--- config.mk ---
export PLATFORM = sky130hd
export DESIGN_NAME = axis_sync_fifo
export DESIGN_NICKNAME = d
export VERILOG_FILES = /design/src/rtl/axis_sync_fifo.sv
export SDC_FILE = /design/constraint.sdc
export NUM_CORES = 1
export LEC_CHECK = 0
export BUFFER_PORTS_ARGS = -buffer_cell sky130_fd_sc_hd__buf_2
export CAP_MARGIN = 5
export CORE_AREA = 2 2 300 302
export CTS_CLUSTER_DIAMETER = 100
export DETAILED_ROUTE_END_ITERATION = 7
export DIE_AREA = 0 0 302 304
export SYNTH_ARGS = -nofsm -noshare
export SYNTH_HDL_FRONTEND = slang
export SYNTH_SLANG_ARGS = --single-unit
--- constraint.sdc ---
create_clock -name clk -period 7.8 [get_ports clk]
set_clock_uncertainty 0.1 [all_clocks]
set_input_delay 0 -clock clk [delete_from_list [all_inputs] [get_ports clk]]
set_output_delay 0 -clock clk [all_outputs]
set_load 0.02 [all_outputs]
--- src/rtl/axis_sync_fifo.sv ---
module axis_sync_fifo #(
  parameter int DEPTH  = 16,
  parameter int DATA_W = 32,
  parameter int ID_W   = 4,
  parameter int DEST_W = 4,
  parameter int USER_W = 4,
  localparam int NB    = DATA_W / 8,
  localparam int AW    = $clog2(DEPTH),
  localparam int CW    = AW + 1
) (
  input  logic              clk,
  input  logic              rst_n,
  input  logic              s_tvalid,
  output logic              s_tready,
  input  logic [DATA_W-1:0] s_tdata,
  input  logic [NB-1:0]     s_tstrb,
  input  logic [NB-1:0]     s_tkeep,
  input  logic              s_tlast,
  input  logic [ID_W-1:0]   s_tid,
  input  logic [DEST_W-1:0] s_tdest,
  input  logic [USER_W-1:0] s_tuser,
  output logic              m_tvalid,
  input  logic              m_tready,
  output logic [DATA_W-1:0] m_tdata,
  output logic [NB-1:0]     m_tstrb,
  output logic [NB-1:0]     m_tkeep,
  output logic              m_tlast,
  output logic [ID_W-1:0]   m_tid,
  output logic [DEST_W-1:0] m_tdest,
  output logic [USER_W-1:0] m_tuser,
  output logic [CW-1:0]     count
);
  localparam int BW = DATA_W + 2 * NB + 1 + ID_W + DEST_W + USER_W;

  logic [BW-1:0] mem [DEPTH];
  logic [BW-1:0] in_beat, out_q;
  logic [AW-1:0] wptr, rptr;
  logic [CW-1:0] mcnt, cnt;
  logic          ov_q;
  logic          wr, rd, load, mem_empty, bypass, mem_wr, mem_rd;

  assign in_beat   = {s_tuser, s_tdest, s_tid, s_tlast, s_tkeep, s_tstrb, s_tdata};
  assign s_tready  = rst_n & ((cnt != CW'(DEPTH)) | m_tready);
  assign m_tvalid  = rst_n & ov_q;
  assign wr        = s_tvalid & s_tready;
  assign rd        = m_tvalid & m_tready;
  assign load      = ~ov_q | m_tready;
  assign mem_empty = (mcnt == '0);
  assign bypass    = load & mem_empty & wr;
  assign mem_wr    = wr & ~bypass;
  assign mem_rd    = load & ~mem_empty;
  assign count     = cnt;

  assign {m_tuser, m_tdest, m_tid, m_tlast, m_tkeep, m_tstrb, m_tdata} = out_q;

  always_ff @(posedge clk) begin
    if (mem_wr) mem[wptr] <= in_beat;
  end

  always_ff @(posedge clk) begin
    if (!rst_n) begin
      wptr <= '0;
      rptr <= '0;
      mcnt <= '0;
      cnt  <= '0;
      ov_q <= 1'b0;
    end else begin
      if (mem_wr) wptr <= wptr + 1'b1;
      if (mem_rd) rptr <= rptr + 1'b1;
      mcnt <= mcnt + CW'(mem_wr) - CW'(mem_rd);
      cnt  <= cnt + CW'(wr) - CW'(rd);
      if (load) ov_q <= mem_rd | bypass;
    end
  end

  always_ff @(posedge clk) begin
    if (mem_rd)      out_q <= mem[rptr];
    else if (bypass) out_q <= in_beat;
  end
endmodule


# == Word level (Yosys, flattened, before mapping) ==
# Memory sizes are Yosys's and may differ from the RTL's. A register that Yosys moved wholly into a read port is not among the register bits.
# Index checks and enable logic that the tools add are counted.
# word_totals
inputBits,57
out_inout_bits,60
ramBits,848
mem_count,1
ff_bits,72
# op_classes
n_mux,6
n_reduce_logical,2
n_bitwise,14
n_addsub,6
n_eq_ne,1
# mem_list
memory,words,word_bits,rd,rd_ports_with_merged_regs,wr,line,source
mem,16,53,1,1,1,35,logic [BW-1:0] mem [DEPTH];
# op_table
op,count
53-bit 2-to-1 mux,2
5-bit by 1-bit adder with 5-bit output,2
5-bit by 1-bit subtractor with 5-bit output,2
"4-bit by 1-bit adder with 4-bit output, second input constant",2
1-bit bitwise AND,8
4-bit 2-to-1 mux,2
5-bit zero test,1
"5-bit inequality test, second input constant",1
1-bit inverter,3
1-bit bitwise OR,3
1-bit 2-to-1 mux,2
2-bit nonzero test,1

# == Depth between registers and ports, before layout ==
# depth
word_depth,9
depth_mapped,16
ltp_nobuf,16

# == Least setup slack after synthesis ==
# No wires, ideal clock.
# synth_timing
path_type,register to register
from,"register cnt[2], in the netlist count[2]"
to,"memory mem[3][0] in the netlist's numbering, enable pin"
setup_ns,0.540
arrival_time_ns,5.192
t_required_ns,7.160
n_path_buf,0
setup_slack_ns,1.967
path_stages_with_launch,7
cell_sequence,dfxtp_1 inv_1 ha_1 nand2_1 o311a_1 and3_1 nor3b_1
# synth_via
elab_chain_cells,9
# synth_lines
item,line,source
start: declaration,38,"logic [CW-1:0] mcnt, cnt;"
start signal: assignment,71,cnt <= cnt + CW'(wr) - CW'(rd);
5-bit inequality test (*),43,assign s_tready = rst_n & ((cnt != CW'(DEPTH)) | m_tready);
1-bit bitwise OR (*),43,
1-bit bitwise AND (*),43,
1-bit bitwise AND (*),45,assign wr = s_tvalid & s_tready;
1-bit bitwise AND,49,assign bypass = load & mem_empty & wr;
1-bit inverter,50,assign mem_wr = wr & ~bypass;
1-bit bitwise AND (*),50,
1-bit 2-to-1 mux (*),57,if (mem_wr) mem[wptr] <= in_beat;
1-bit 2-to-1 mux (implied by the code) (*),57,
end: declaration,35,
# Mark *: on every way between the ends. The rest lies on a longest branch, timed or not.

# == Worst setup path after layout ==
# layout_timing
from,register mcnt[3]
to,register mcnt[4]
# layout_via
elab_chain_cells,7
elab_cells_between_ends,9
classes_between,2 x add/sub; 6 x bitwise; 1 x reduce/logical
# layout_lines
item,line,source
start: declaration,38,
start signal: assignment,70,mcnt <= mcnt + CW'(mem_wr) - CW'(mem_rd);
5-bit zero test,48,assign mem_empty = (mcnt == '0);
1-bit bitwise AND (2 in series),49,
1-bit inverter,50,
1-bit bitwise AND,50,
5-bit by 1-bit adder with 5-bit output,70,
5-bit by 1-bit subtractor with 5-bit output (*),70,
# Marks and branches as above.
# A chain may end at the register's enable or synchronous reset.

==> results.md <==
* Count of boundary I/O pins at 117
* Final min period at 3.62 ns
* Worst slew pin tran at 1.14 ns
* Switching power share of the total at 27.2%
* Highest-count cells in the layout ignoring fill and taps: sky130_fd_sc_hd__edfxtp_1, sky130_fd_sc_hd__mux4_2, sky130_fd_sc_hd__buf_2
* Crit start category: register
* Standard cell core area at 89000 sq um
* Final critical-path share of the clock period at 46.4%
* Total standard cell area after synthesis at 35100 sq um
* Number of cells produced by synthesis at 1564
* Number of inserted diodes at 0
* Most instantiated flip-flop cell in the synthesis netlist: sky130_fd_sc_hd__edfxtp_1
* Peak fanout along the critical path at 65
* Max Slew Vio Count at 0
* Pwr per Cell Area at 307 nW/um^2
* Maximum number of pins on one net before global-route repair at 90
* Sum of negative setup slack at 0 ns
* FMAX at 276 MHz
* Total die area at 91800 sq um
* GPL Wtd Cong at 0.719
* Area leader, netlist: sky130_fd_sc_hd__edfxtp_1
* Later-pin clock latency in the skew report at 0.64 ns
* CTS tree: yes
* Die height at 304 um
* CTS H-tree lvls at 3
* Die Width at 302 um
* DR vias at 16844
* Sequential group share of total power at 48.0%
* Final Setup Violations at 0
* Effective utilization at floorplan at 39.5%
* Detailed placer's ending HPWL at 39100 um
* Clock input transition at the sequential cells of the worst setup and hold paths at 0.06 ns
* Normalized max-slew margin at 24.0%
* Combinational share of power at 17.1%
* Hold Crit Class: in -> reg
* Overall routed net length at 80900 um
* Antenna Violating Nets Remaining at 0
* GRT Total Usage at 17.8%
* Run status: finished, final reports clean
* Most common cell after layout, fill and taps aside: sky130_fd_sc_hd__edfxtp_1
* Sequential element share of the synthesized area at 78.3%
* RSZ-0062 raised after global routing: false
* Count of standard-cell rows at 110
* CTS buffer count at 93
* First-pass iteration count of the detailed router at 5
* Final net count at 1859
* Wire length of the first global-routing pass at 120000 um
* Net switching power at 0.00341 W
* Count of buffers from port buffering at 116
* Number of different library cells in the post-synthesis netlist at 37
* Number of setup buffers added after CTS at 0
* Start-to-end type of the worst setup path: reg -> reg
* Antenna violations before repair at 5
* Net Count, Synth at 1640
* Internal power summed over all cells at 0.00911 W
* Max-cap viol count at 0
* Number of synthesized flops with an enable pin at 901
* Number of register bits inferred by synthesis at 924
* Leakage Power at 12.6 nW
* CTS Root Cell: sky130_fd_sc_hd__clkbuf_16
* Maximum root-to-sink buffer count at 3
* Warning count from the yosys run at 0
* DR DRC count at 0
* First DRT Iteration DRCs at 1425
* Worst R2R Setup Slack at 4.18 ns
* Category of the worst setup path capture point: register
* Worst Hold Margin at 0.204 ns
* Synth top area cells: sky130_fd_sc_hd__edfxtp_1, sky130_fd_sc_hd__mux4_2, sky130_fd_sc_hd__o22ai_1
* Routed via count divided by cell count at 5.56
* Fraction of synthesis flops using an asynchronous set or reset pin at 0%
* Number of sinks handled by clock tree synthesis at 924
* Routed WL per cell at 26.7 um
* PostCTS Resize Cnt at 0
* Count of filler cells inserted in the layout at 7325
* WP data required at 8.20 ns
* Vias in the first global route at 17991
* Avg Cell Area, Syn at 22.5 sq um
* Peak supply drop at 0.000205 V
* Total grt overflow at 0
* Ratio of cells with drive above 1 in the final layout at 30.9%
* Number of endpoints with negative hold slack in the final report at 0
* Portion of total power attributed to the clock network at 34.9%
* Critical path data arrival time at 4.03 ns
* Area growth from synthesis to final layout at 15.9%
* Top-area cell type share of the netlist area at 77.0%
power by group through the flow:
| stage | Sequential [W] | Combinational, W | Clock (W) |
|---|---|---|---|
| 2_1_floorplan | 0.00622 | 0.00119 | 0 |
| 3_3_place_gp | 0.00612 | 0.00209 | 0 |
| 3_5_place_dp | 0.00612 | 0.00212 | 0 |
| 4_1_cts | 0.00602 | 0.00216 | 0.00446 |
| 5_1_grt | 0.00604 | 0.00230 | 0.00465 |
| 6_report | 0.00601 | 0.00214 | 0.00437 |
final timing paths:
path,end,from,depth (start not counted)
max,mcnt[4],mcnt[3],14
min,mem[10][44],s_tid[3],2
max reg2reg,mcnt[4],mcnt[3],14
min reg2reg,register,rptr[3],2
logic make-up (layout without fill, tap and decap cells):
kind of cell             Yosys count  in the layout  synth area share (%)
multiplexers                     268            268                  15.4
buffers and inverters            103            394                  1.51
AND/OR/NAND/NOR                   67             67                 0.961
XOR/XNOR                           9              9                 0.224
flip-flops                       924            924                  78.3
AO/OA/AOI/OAI                    174            174                  2.90
adder cells (fa/ha/maj)           19             19                 0.719
repair_timing:
item,in CTS,in global routing
hold buffers,59,0
endpoints found under the hold margin,924,0
setup endpoints to repair,0,0
registers in the layout (all words and copies together) (netlist names), named ones only:
signal	cells
mcnt	5
out_q	53
count	5
wptr	4
rptr	4
ov_q	1
mem	848
per-layer routing:
metal	vias up	global-route usage, %	part of all wire (%)
li1	7077	-	-
met1	9050	24.8	43
met2	600	28.8	49
met3	109	3.61	6.8
met4	8	4.46	1.9
met5	-	0	0.057
stage by stage:
stage | utilization [%] | power [W] | instances | area, sq um | worst slack, ns
after global routing | 45.7 | 0.0130 | 3031 | 40700 | 3.94
after CTS | 45.7 | 0.0126 | 3031 | 40700 | 4.16
after floorplan | - | 0.00741 | 1564 | 35100 | 1.97
after detailed placement | 41.7 | 0.00825 | 2805 | 37200 | 4.18
after global placement | 41.7 | 0.00821 | 2805 | 37200 | 4.29
final | 45.7 | 0.0125 | 3031 | 40700 | 4.18
final cells by class:
class | instances | area (sq um) | area share [%]
Clock inverter | 60 | 586 | 1.44
Sequential cell | 924 | 27500 | 67.6
Inverter | 17 | 63.8 | 0.157
Multi-Input combinational cell | 537 | 7230 | 17.7
Clock buffer | 107 | 2400 | 5.89
Timing Repair Buffer | 210 | 1460 | 3.58
Tap cell | 1176 | 1470 | 3.61
cell usage after synthesis (5+ instances only):
library cell	count
sky130_fd_sc_hd__mux4_2	212
sky130_fd_sc_hd__nand2b_1	5
sky130_fd_sc_hd__a21oi_1	60
sky130_fd_sc_hd__clkbuf_1	46
sky130_fd_sc_hd__nor3_1	8
sky130_fd_sc_hd__ha_1	17
sky130_fd_sc_hd__mux2_2	53
sky130_fd_sc_hd__o22ai_1	106
sky130_fd_sc_hd__nand2_1	9
sky130_fd_sc_hd__edfxtp_1	901
sky130_fd_sc_hd__nand3_1	9
sky130_fd_sc_hd__buf_1	7
sky130_fd_sc_hd__buf_2	13
sky130_fd_sc_hd__inv_1	16
sky130_fd_sc_hd__nor2_1	21
sky130_fd_sc_hd__xnor2_1	6
sky130_fd_sc_hd__buf_4	6
sky130_fd_sc_hd__dfxtp_1	23
sky130_fd_sc_hd__buf_6	14
critical path, stage by stage, from the launching register on:
cell,delay [ns]
sky130_fd_sc_hd__dfxtp_1,0.35
sky130_fd_sc_hd__inv_1,0.07
sky130_fd_sc_hd__ha_1,0.18
sky130_fd_sc_hd__nor4b_2,0.21
sky130_fd_sc_hd__nor2_4,0.11
sky130_fd_sc_hd__buf_4,0.74
sky130_fd_sc_hd__ha_1,0.38
sky130_fd_sc_hd__inv_1,0.07
sky130_fd_sc_hd__ha_1,0.17
sky130_fd_sc_hd__inv_1,0.07
sky130_fd_sc_hd__fa_1,0.42
sky130_fd_sc_hd__nand2b_1,0.16
sky130_fd_sc_hd__a21oi_1,0.20
sky130_fd_sc_hd__o21ai_0,0.11
sky130_fd_sc_hd__nor3b_1,0.15
Power figures use the tool's default switching activity.
